==> config.mk <==
export PLATFORM = sky130hd
export DESIGN_NAME = dcw_sequencer
export DESIGN_NICKNAME = d
export VERILOG_FILES = /design/src/rtl/dcw_pkg.sv /design/src/rtl/dcw_period_timer.sv /design/src/rtl/dcw_event_detect.sv /design/src/rtl/dcw_power_fsm.sv /design/src/rtl/dcw_wake_stats.sv /design/src/rtl/dcw_sequencer.sv
export SDC_FILE = /design/constraint.sdc
export NUM_CORES = 1
export LEC_CHECK = 0
export BUFFER_PORTS_ARGS = -buffer_cell sky130_fd_sc_hd__buf_2
export CAP_MARGIN = 40
export CORE_ASPECT_RATIO = 1.1
export CORE_MARGIN = 2
export CORE_UTILIZATION = 25
export DETAILED_ROUTE_END_ITERATION = 10
export PLACE_DENSITY_LB_ADDON = 0.3
export SETUP_SLACK_MARGIN = 0.02
export SLEW_MARGIN = 30
export SYNTH_ARGS = -nofsm -noshare
export SYNTH_HDL_FRONTEND = slang
export SYNTH_HIERARCHICAL = 1
export SYNTH_SLANG_ARGS = --single-unit
==> constraint.sdc <==
create_clock -name clk -period 5.5 [get_ports clk]
set_input_delay 0.275 -clock clk [delete_from_list [all_inputs] [get_ports clk]]
set_output_delay 0.275 -clock clk [all_outputs]
set_load 0.05 [all_outputs]
==> src/rtl/dcw_pkg.sv <==
package dcw_pkg;

    typedef enum logic [1:0] {
        ST_SLEEP = 2'd0,
        ST_SENSE = 2'd1,
        ST_TX    = 2'd2,
        ST_WIND  = 2'd3
    } seq_state_e;

    typedef struct packed {
        logic proc;
        logic sensor;
        logic radio;
    } pwr_en_t;

    // Power enables seen in each sequencer state.
    function automatic pwr_en_t state_enables(seq_state_e s);
        pwr_en_t e;
        e.proc   = (s != ST_SLEEP);
        e.sensor = (s == ST_SENSE);
        e.radio  = (s == ST_TX);
        return e;
    endfunction

    localparam int NUM_CAUSES = 2;
    localparam int CAUSE_TIMER = 0;
    localparam int CAUSE_EVENT = 1;

endpackage

==> src/rtl/dcw_period_timer.sv <==
module dcw_period_timer #(
    parameter int CNT_W = 16
) (
    input  logic             clk,
    input  logic             rst,
    input  logic             reload,
    input  logic [CNT_W-1:0] period,
    output logic             expired
);
    logic [CNT_W-1:0] cnt_q;
    logic             primed_q;
    logic [CNT_W-1:0] load_v;

    // A period of zero behaves as one cycle.
    assign load_v = (period == '0) ? '0 : period - 1'b1;

    always_ff @(posedge clk) begin
        if (rst) begin
            cnt_q    <= '0;
            primed_q <= 1'b0;
        end else if (!primed_q || reload) begin
            cnt_q    <= load_v;
            primed_q <= 1'b1;
        end else if (cnt_q != '0) begin
            cnt_q <= cnt_q - 1'b1;
        end
    end

    assign expired = primed_q && (cnt_q == '0);
endmodule

==> src/rtl/dcw_event_detect.sv <==
module dcw_event_detect #(
    parameter int SAMPLE_W = 12,
    parameter int QUIET_N  = 3
) (
    input  logic                clk,
    input  logic                rst,
    input  logic [SAMPLE_W-1:0] sample,
    input  logic                sample_valid,
    input  logic [SAMPLE_W-1:0] threshold,
    input  logic                asleep,
    input  logic                wake_start,
    output logic                event_req,
    output logic                fast_q,
    output logic                fast_next
);
    localparam int QW = $clog2(QUIET_N + 1);
    localparam logic [QW-1:0] QMAX = QW'(QUIET_N);

    logic          hit;
    logic          pend_q;
    logic          seen_q;
    logic [QW-1:0] quiet_q;
    logic [QW-1:0] quiet_next;
    logic          active_now;

    assign hit        = sample_valid && (sample > threshold);
    assign event_req  = hit || pend_q;
    assign active_now = hit || pend_q || seen_q;
    assign quiet_next = active_now ? '0 :
                        (quiet_q == QMAX) ? QMAX : quiet_q + 1'b1;

    always_comb begin
        if (active_now)
            fast_next = 1'b1;
        else if (quiet_next == QMAX)
            fast_next = 1'b0;
        else
            fast_next = fast_q;
    end

    always_ff @(posedge clk) begin
        if (rst) begin
            pend_q  <= 1'b0;
            seen_q  <= 1'b0;
            quiet_q <= QMAX;
            fast_q  <= 1'b0;
        end else begin
            if (hit && !asleep)
                pend_q <= 1'b1;
            else if (wake_start)
                pend_q <= 1'b0;

            if (wake_start) begin
                seen_q  <= 1'b0;
                quiet_q <= quiet_next;
                fast_q  <= fast_next;
            end else if (hit) begin
                seen_q <= 1'b1;
            end
        end
    end
endmodule

==> src/rtl/dcw_power_fsm.sv <==
module dcw_power_fsm
    import dcw_pkg::*;
#(
    parameter int TO_W = 16
) (
    input  logic            clk,
    input  logic            rst,
    input  logic            wake_req,
    input  logic            proc_done,
    input  logic            tx_done,
    input  logic [TO_W-1:0] wait_timeout,
    output seq_state_e      state,
    output logic            wake_start
);
    seq_state_e      state_q;
    logic [TO_W-1:0] wcnt_q;
    logic [TO_W-1:0] limit;
    logic            expire;

    assign limit      = (wait_timeout == '0) ? '0 : wait_timeout - 1'b1;
    assign expire     = (wcnt_q >= limit);
    assign wake_start = (state_q == ST_SLEEP) && wake_req;
    assign state      = state_q;

    always_ff @(posedge clk) begin
        if (rst) begin
            state_q <= ST_SLEEP;
            wcnt_q  <= '0;
        end else begin
            unique case (state_q)
                ST_SLEEP: begin
                    wcnt_q <= '0;
                    if (wake_req) state_q <= ST_SENSE;
                end
                ST_SENSE: begin
                    if (proc_done) begin
                        state_q <= ST_TX;
                        wcnt_q  <= '0;
                    end else if (expire) begin
                        state_q <= ST_SLEEP;
                    end else begin
                        wcnt_q <= wcnt_q + 1'b1;
                    end
                end
                ST_TX: begin
                    if (tx_done) begin
                        state_q <= ST_WIND;
                    end else if (expire) begin
                        state_q <= ST_SLEEP;
                    end else begin
                        wcnt_q <= wcnt_q + 1'b1;
                    end
                end
                default: state_q <= ST_SLEEP;
            endcase
        end
    end
endmodule

==> src/rtl/dcw_wake_stats.sv <==
module dcw_wake_stats
    import dcw_pkg::*;
#(
    parameter int STAT_W = 8
) (
    input  logic              clk,
    input  logic              rst,
    input  logic              wake_start,
    input  logic              is_event,
    output logic [STAT_W-1:0] timer_cnt,
    output logic [STAT_W-1:0] event_cnt
);
    logic [NUM_CAUSES-1:0] bump;
    logic [STAT_W-1:0]     cnt_q [NUM_CAUSES];

    assign bump[CAUSE_TIMER] = wake_start && !is_event;
    assign bump[CAUSE_EVENT] = wake_start && is_event;

    for (genvar g = 0; g < NUM_CAUSES; g++) begin : g_cnt
        always_ff @(posedge clk) begin
            if (rst)
                cnt_q[g] <= '0;
            else if (bump[g])
                cnt_q[g] <= cnt_q[g] + 1'b1;
        end
    end

    assign timer_cnt = cnt_q[CAUSE_TIMER];
    assign event_cnt = cnt_q[CAUSE_EVENT];
endmodule

==> src/rtl/dcw_sequencer.sv <==
module dcw_sequencer
    import dcw_pkg::*;
#(
    parameter int CNT_W    = 16,
    parameter int SAMPLE_W = 12,
    parameter int TO_W     = 16,
    parameter int STAT_W   = 8,
    parameter int QUIET_N  = 3
) (
    input  logic                clk,
    input  logic                rst,
    input  logic [CNT_W-1:0]    fast_period,
    input  logic [CNT_W-1:0]    slow_period,
    input  logic [SAMPLE_W-1:0] threshold,
    input  logic [TO_W-1:0]     wait_timeout,
    input  logic [SAMPLE_W-1:0] sample,
    input  logic                sample_valid,
    input  logic                proc_done,
    input  logic                tx_done,
    output logic                proc_en,
    output logic                sensor_en,
    output logic                radio_en,
    output logic                awake,
    output logic                fast_mode,
    output logic [STAT_W-1:0]   timer_wakes,
    output logic [STAT_W-1:0]   event_wakes
);
    seq_state_e       state;
    pwr_en_t          en;
    logic             wake_start;
    logic             event_req;
    logic             timer_exp;
    logic             fast_next;
    logic             use_fast;
    logic [CNT_W-1:0] period_sel;

    // At a wake the new rate applies; otherwise the current one does.
    assign use_fast   = wake_start ? fast_next : fast_mode;
    assign period_sel = use_fast ? fast_period : slow_period;

    dcw_event_detect #(.SAMPLE_W(SAMPLE_W), .QUIET_N(QUIET_N)) u_evt (
        .clk          (clk),
        .rst          (rst),
        .sample       (sample),
        .sample_valid (sample_valid),
        .threshold    (threshold),
        .asleep       (state == ST_SLEEP),
        .wake_start   (wake_start),
        .event_req    (event_req),
        .fast_q       (fast_mode),
        .fast_next    (fast_next)
    );

    dcw_period_timer #(.CNT_W(CNT_W)) u_tmr (
        .clk     (clk),
        .rst     (rst),
        .reload  (wake_start),
        .period  (period_sel),
        .expired (timer_exp)
    );

    dcw_power_fsm #(.TO_W(TO_W)) u_fsm (
        .clk          (clk),
        .rst          (rst),
        .wake_req     (event_req || timer_exp),
        .proc_done    (proc_done),
        .tx_done      (tx_done),
        .wait_timeout (wait_timeout),
        .state        (state),
        .wake_start   (wake_start)
    );

    dcw_wake_stats #(.STAT_W(STAT_W)) u_stat (
        .clk        (clk),
        .rst        (rst),
        .wake_start (wake_start),
        .is_event   (event_req),
        .timer_cnt  (timer_wakes),
        .event_cnt  (event_wakes)
    );

    assign en        = state_enables(state);
    assign proc_en   = en.proc;
    assign sensor_en = en.sensor;
    assign radio_en  = en.radio;
    assign awake     = (state != ST_SLEEP);
endmodule

======== Word level (Yosys, flattened, before mapping) ========
Memory sizes are Yosys's and may differ from the RTL's.
Index checks and enable logic that the tools add are counted.
cells by class
  equality and inequality tests ........... 6
  reductions and logical operators ........ 24
  add/subtract/negate cells ............... 7
  $lt $le $gt $ge ......................... 2
  bitwise operators ....................... 2
  mux-type cells .......................... 31
operators by type and width
  operator                 count
  $mux W16                 8
  $logic_not A16 Y1        3
  $pmux W16 S3             1
  $sub A16 B1 Y16 const B  3
  $add A16 B1 Y16 const B  1
  $add A8 B1 Y8 const B    2
  $ge A16 B16 Y1           1
  $mux W8                  2
  $reduce_bool A16 Y1      1
  $mux W1                  13
  $gt A12 B12 Y1           1
  $mux W2                  6
  $eq A2 B2 Y1 const B     3
  $logic_and A1 B1 Y1      6
  $pmux W2 S3              1
  $reduce_bool A2 Y1       3
  $logic_or A1 B1 Y1       4
  $logic_not A1 Y1         3
  $reduce_bool A3 Y1       1
  $add A2 B1 Y2 const B    1
  $eq A2 B1 Y1 const B     1
  $logic_not A2 Y1         1
  $ne A2 B1 Y1 const B     1
  $ne A2 B2 Y1 const B     1
  3 further kinds          4
storage, ports and cells
  memories kept ........................... 1
  input bits .............................. 77
  bits in writable memories ............... 16
  register bits ........................... 40
memory list
  name          words  width  rd ports  clocked after Yosys merged registers in  wr ports  line                  source
  u_stat.cnt_q  2      8      2         0                                        2         dcw_wake_stats.sv:14  logic [STAT_W-1:0] cnt_q [NUM_CAUSES];

======== Logic depth before layout (Yosys ltp) ========
  depth after elaboration ................. 13
  depth in mapped cells ................... 19
  mapped depth without buffers ............ 18

======== Modules after synthesis ========
The synthesis kept the hierarchy.
modules (own cells, without submodules)
  module            instances  area each (sq um)  cells an instance  sequential area each (sq um)
  dcw_power_fsm     1          1,809.2            242                360.3
  dcw_period_timer  1          1,255.0            155                340.3
  dcw_wake_stats    1          824.5              73                 480.5
  dcw_event_detect  1          544.3              65                 100.1
  dcw_sequencer     1          285.3              24                 0.0

======== Worst setup path before layout ========
Ideal clock, no wire load.
  path kind ............................... input port to flip-flop
  start point ............................. input port threshold[3]
  end point ............................... register u_tmr.cnt_q[11]
  arrival time ............................ 4.439 ns
  setup slack ............................. 0.944 ns
  data required time ...................... 5.383 ns
  stages .................................. 18
  cells stage by stage .................... inv_1 > ha_1 > a21oi_2 > a311oi_2 > a2111oi_4 > nor2_1 > or2_1 > or2_2 > and2_1 > mux2i_4 > buf_6 > mux2_4 > or4_1 > nor3_2 > a21oi_1 > clkbuf_1 > a22oi_1 > nor2_1
on the way
  elaborated cells between the ends (all ways) .. 18
RTL lines
  element                 line                    source
  start: declaration      dcw_sequencer.sv:14     input logic [SAMPLE_W-1:0] threshold,
  $gt A12 B12 Y1          dcw_event_detect.sv:26  assign hit = sample_valid && (sample > threshold);
  $logic_and A1 B1 Y1     dcw_event_detect.sv:26
  $logic_or A1 B1 Y1      dcw_event_detect.sv:27  assign event_req = hit || pend_q;
  net event_req           dcw_sequencer.sv:31     logic event_req;
  $logic_or A1 B1 Y1      dcw_sequencer.sv:65     .wake_req (event_req || timer_exp),
  $logic_and A1 B1 Y1     dcw_power_fsm.sv:22     assign wake_start = (state_q == ST_SLEEP) && wake_req;
  net wake_start          dcw_sequencer.sv:30     logic wake_start;
  $mux W1                 --
  $mux W16                dcw_sequencer.sv:39     assign period_sel = use_fast ? fast_period : slow_period;
  net period_sel[13]      dcw_sequencer.sv:35     logic [CNT_W-1:0] period_sel;
  $logic_not A16 Y1       dcw_period_timer.sv:15  assign load_v = (period == '0) ? '0 : period - 1'b1;
  $mux W16                dcw_period_timer.sv:15
  $mux W16                dcw_period_timer.sv:21  end else if (!primed_q || reload) begin
  end signal: assignment  dcw_period_timer.sv:22  cnt_q <= load_v;
  end signal: assignment  dcw_period_timer.sv:25  cnt_q <= cnt_q - 1'b1;
  end: declaration        dcw_period_timer.sv:10  logic [CNT_W-1:0] cnt_q;
The timed path passes the listed nets, and every way through them passes these cells.
A chain may end at the register's enable or synchronous reset.

======== Worst setup path in the final report ========
  start point ............................. input port threshold[10]
  end point ............................... register u_tmr.cnt_q[1]
The elaborated chain is that of the path after synthesis.

==> impl_metrics.ini <==
[outcome]
status = complete, no violations

[sta]
max_slew_margin = 0.530
hold_violations = 0
worst_pin_slew_ps = 698
grt_setup_unrepaired = no
fin_crit_sh = 0.849
fmax_ghz = 0.214
fin_setup_tns_ps = 0
final_max_slew_viol_count = 0
fin_worst_skew_ps = 7.57
setup_viol = 0
min_period_ps = 4670

[layout]
drive_gt1_frac = 0.229
areaGrowthSynthToFinish_pct = 20.3
nFillCells = 2006
diodes = 0
nets = 775

[pwr]
combPwrFrac = 0.346
sw_frac_of_total = 0.346
ir_drop_mv = 0.123
p_leak_nw = 2.48
seq_power_share = 0.369
power.density_nw_per_um2 = 246
intPower_uw = 913
switchingPower_uw = 484
total_power_mw = 1.40
clockPowerShare = 0.285

[yosys]
ys_top_cells_by_area = dfxtp_1, ha_1, edfxtp_1
yosys.area.top_type_share = 0.170
synth-seq-cells = 56
ys_warn_count = 6
synth_commonest_cells = nand2_1, nor2_1, ha_1, dfxtp_1, inv_1
synth_most_common_cell = nand2_1
syn_area_per_cell_sq_um = 8.44
syn_nets = 677
synth.distinct_cells = 74
synth-edff-count = 16
syn_area_sq_um = 4720
ys_seq_area_frac = 0.272
synthCells = 559
synth_top_cell_by_area = dfxtp_1
synthArstFlopShare = 0
synth_top_flop_cell = dfxtp_1

[clock_tree]
cts_resized = 0
cts_buffer_depth = 2
clkSinkCount = 56
cts.htree.levels = 2
cts_buffers = 5
clkTransAtPathRegs_ps = 70
cts_root_buf = clkbuf_16
hold_buffers = 0
clk_latency_ps = 300
tritoncts = done
cts_setup_buffers = 0

[critical_path]
cp_max_fo = 12
reg2reg_setup_slack_ps = 1130
cp.required_ps = 5680
critPathArrivalTime_ps = 4850
end_kind = register
ff2ff_path_depth = 16
r2r_end = u_tmr/cnt_q[1]$_SDFFE_PP0P_
crit_type = input pin to register
start_kind = input pin
reg2reg_from = u_tmr/cnt_q[0]$_SDFFE_PP0P_

[route]
route.detailed.drc = 0
viasPerCell = 4.73
vias = 4266
routed_wl_um = 10800
ant_nets = 0
drt_iter0_markers = 184
avgRoutedWirePerCell_um = 12.0
drt_first_pass_iters = 4

[global_route]
antenna_found_initial = 0
grt_use_total = 0.110
grt_max_degree = 33
overflow = 0
grt_first_pass_wirelength_um = 18200
grt_pass1_vias = 4045

[floorplan]
core_sq_um = 18500
fp.dieH_um = 148
start_util = 0.255
die_w_um = 135
rows = 52
dieArea_sq_um = 20000
pin_count = 98

[hold_path]
holdCritStartpoint = sample_valid
min_path_cells = 3
worstHoldEndpoint = u_evt/pend_q$_SDFFE_PP0P_
hold_class = input pin to register

[job]
cap_violations = 0

[place]
gp_congestion = 0.757
hpwlAfterDp_um = 8510
port-buffer-count = 97
==> power groups by stage <==
stage | Clock [mW] | Sequential [mW] | Combinational, mW
6_report | 0.398 | 0.515 | 0.484
5_1_grt | 0.429 | 0.524 | 0.537
4_1_cts | 0.416 | 0.515 | 0.487
3_5_place_dp | 0 | 0.525 | 0.484
3_3_place_gp | 0 | 0.526 | 0.483
2_1_floorplan | 0 | 0.553 | 0.333
==> routing by layer <==
layer	wire, um	vias up	GRT usage
met5	0	-	0
met4	105	0	0.0229
met3	390	9	0.0269
met2	5150	63	0.189
met1	5160	1942	0.140
li1	-	2252	-
==> final cells by class <==
type | count | area [sq um] | share of cell area
clock buffer | 7 | 154 | 0.0271
clock inverter | 1 | 30.0 | 0.00529
inverter | 36 | 135 | 0.0238
multi-input combinational | 452 | 3220 | 0.567
sequential | 56 | 1280 | 0.226
tap | 243 | 304 | 0.0536
timing repair buffer | 106 | 553 | 0.0974
==> cell families (layout without fill, tap and decap cells) <==
logic type	Yosys count	after routing	share of synthesized area
and+or+nand+nor	249	249	0.290
AOI/OAI and AO/OA	105	105	0.157
DFF	56	56	0.272
buffers and inverters	51	150	0.0464
adders and majority gates	41	41	0.109
xor gates and xnor gates	37	37	0.0687
muxes	20	20	0.0575
==> placed cells by master (no fill, tap or decap), drive strengths merged, types with 5 or more instances in the layout <==
| cell | instances |
|---|---|
| buf | 106 |
| nand2 | 59 |
| nor2 | 43 |
| ha | 41 |
| dfxtp | 40 |
| inv | 36 |
| nand3 | 35 |
| a21oi | 23 |
| xnor2 | 20 |
| o21ai | 19 |
| or4 | 18 |
| nor3 | 18 |
| xor2 | 17 |
| mux2 | 17 |
| edfxtp | 16 |
| o211ai | 13 |
| nor2b | 11 |
| a211oi | 11 |
| nand4 | 10 |
| nor4 | 10 |
| a22oi | 9 |
| or3 | 9 |
| and3 | 7 |
| clkbuf | 7 |
| nor3b | 5 |
| and2 | 5 |
==> worst max-delay path: stages <==
cell,delay [ps]
buf_2,80
inv_1,30
ha_1,320
a21oi_1,150
a21boi_1,110
a2111oi_4,400
nor2_1,90
or2_1,330
or2_2,340
and2_1,210
mux2i_4,270
buf_4,280
mux2_4,330
or4_1,620
nor3_2,240
a21oi_1,220
buf_4,220
a211oi_1,230
a211oi_1,70
==> stage by stage <==
stage | std cells | worst slack, ps | hold WS, ps | util | area (sq um)
CTS | 901 | 826 | 314 | 0.307 | 5680
global route | 901 | 562 | 337 | 0.307 | 5680
finish | 901 | 829 | 320 | 0.307 | 5680
detailed placement | 893 | 485 | 464 | 0.297 | 5490
floorplan | 559 | 944 | 344 | - | 4720
global placement | 890 | 543 | 467 | 0.296 | 5470
==> sequential cells by signal, indices dropped and copies added, names as in the netlist <==
name	cells
u_evt/fast_q	1
u_stat/cnt_q	16
u_tmr/cnt_q	16
u_tmr/primed_q	1
u_evt/seen_q	1
u_evt/pend_q	1
u_fsm/state	2
u_evt/quiet_q	2
u_fsm/wcnt_q	16
==> how the worst max path moves through the flow <==
stage                   from                            to  slack, ps  cells after the start
2_1_floorplan   threshold[3]  u_tmr/cnt_q[11]$_SDFFE_PP0P_        940                     18
3_3_place_gp    threshold[3]   u_tmr/cnt_q[1]$_SDFFE_PP0P_        540                     18
3_5_place_dp    threshold[3]   u_tmr/cnt_q[1]$_SDFFE_PP0P_        490                     19
4_1_cts         threshold[3]   u_tmr/cnt_q[1]$_SDFFE_PP0P_        830                     19
5_1_grt        threshold[10]   u_tmr/cnt_q[1]$_SDFFE_PP0P_        560                     18
6_report       threshold[10]   u_tmr/cnt_q[1]$_SDFFE_PP0P_        830                     19
Note: power is estimated with default switching activity, not from simulation.
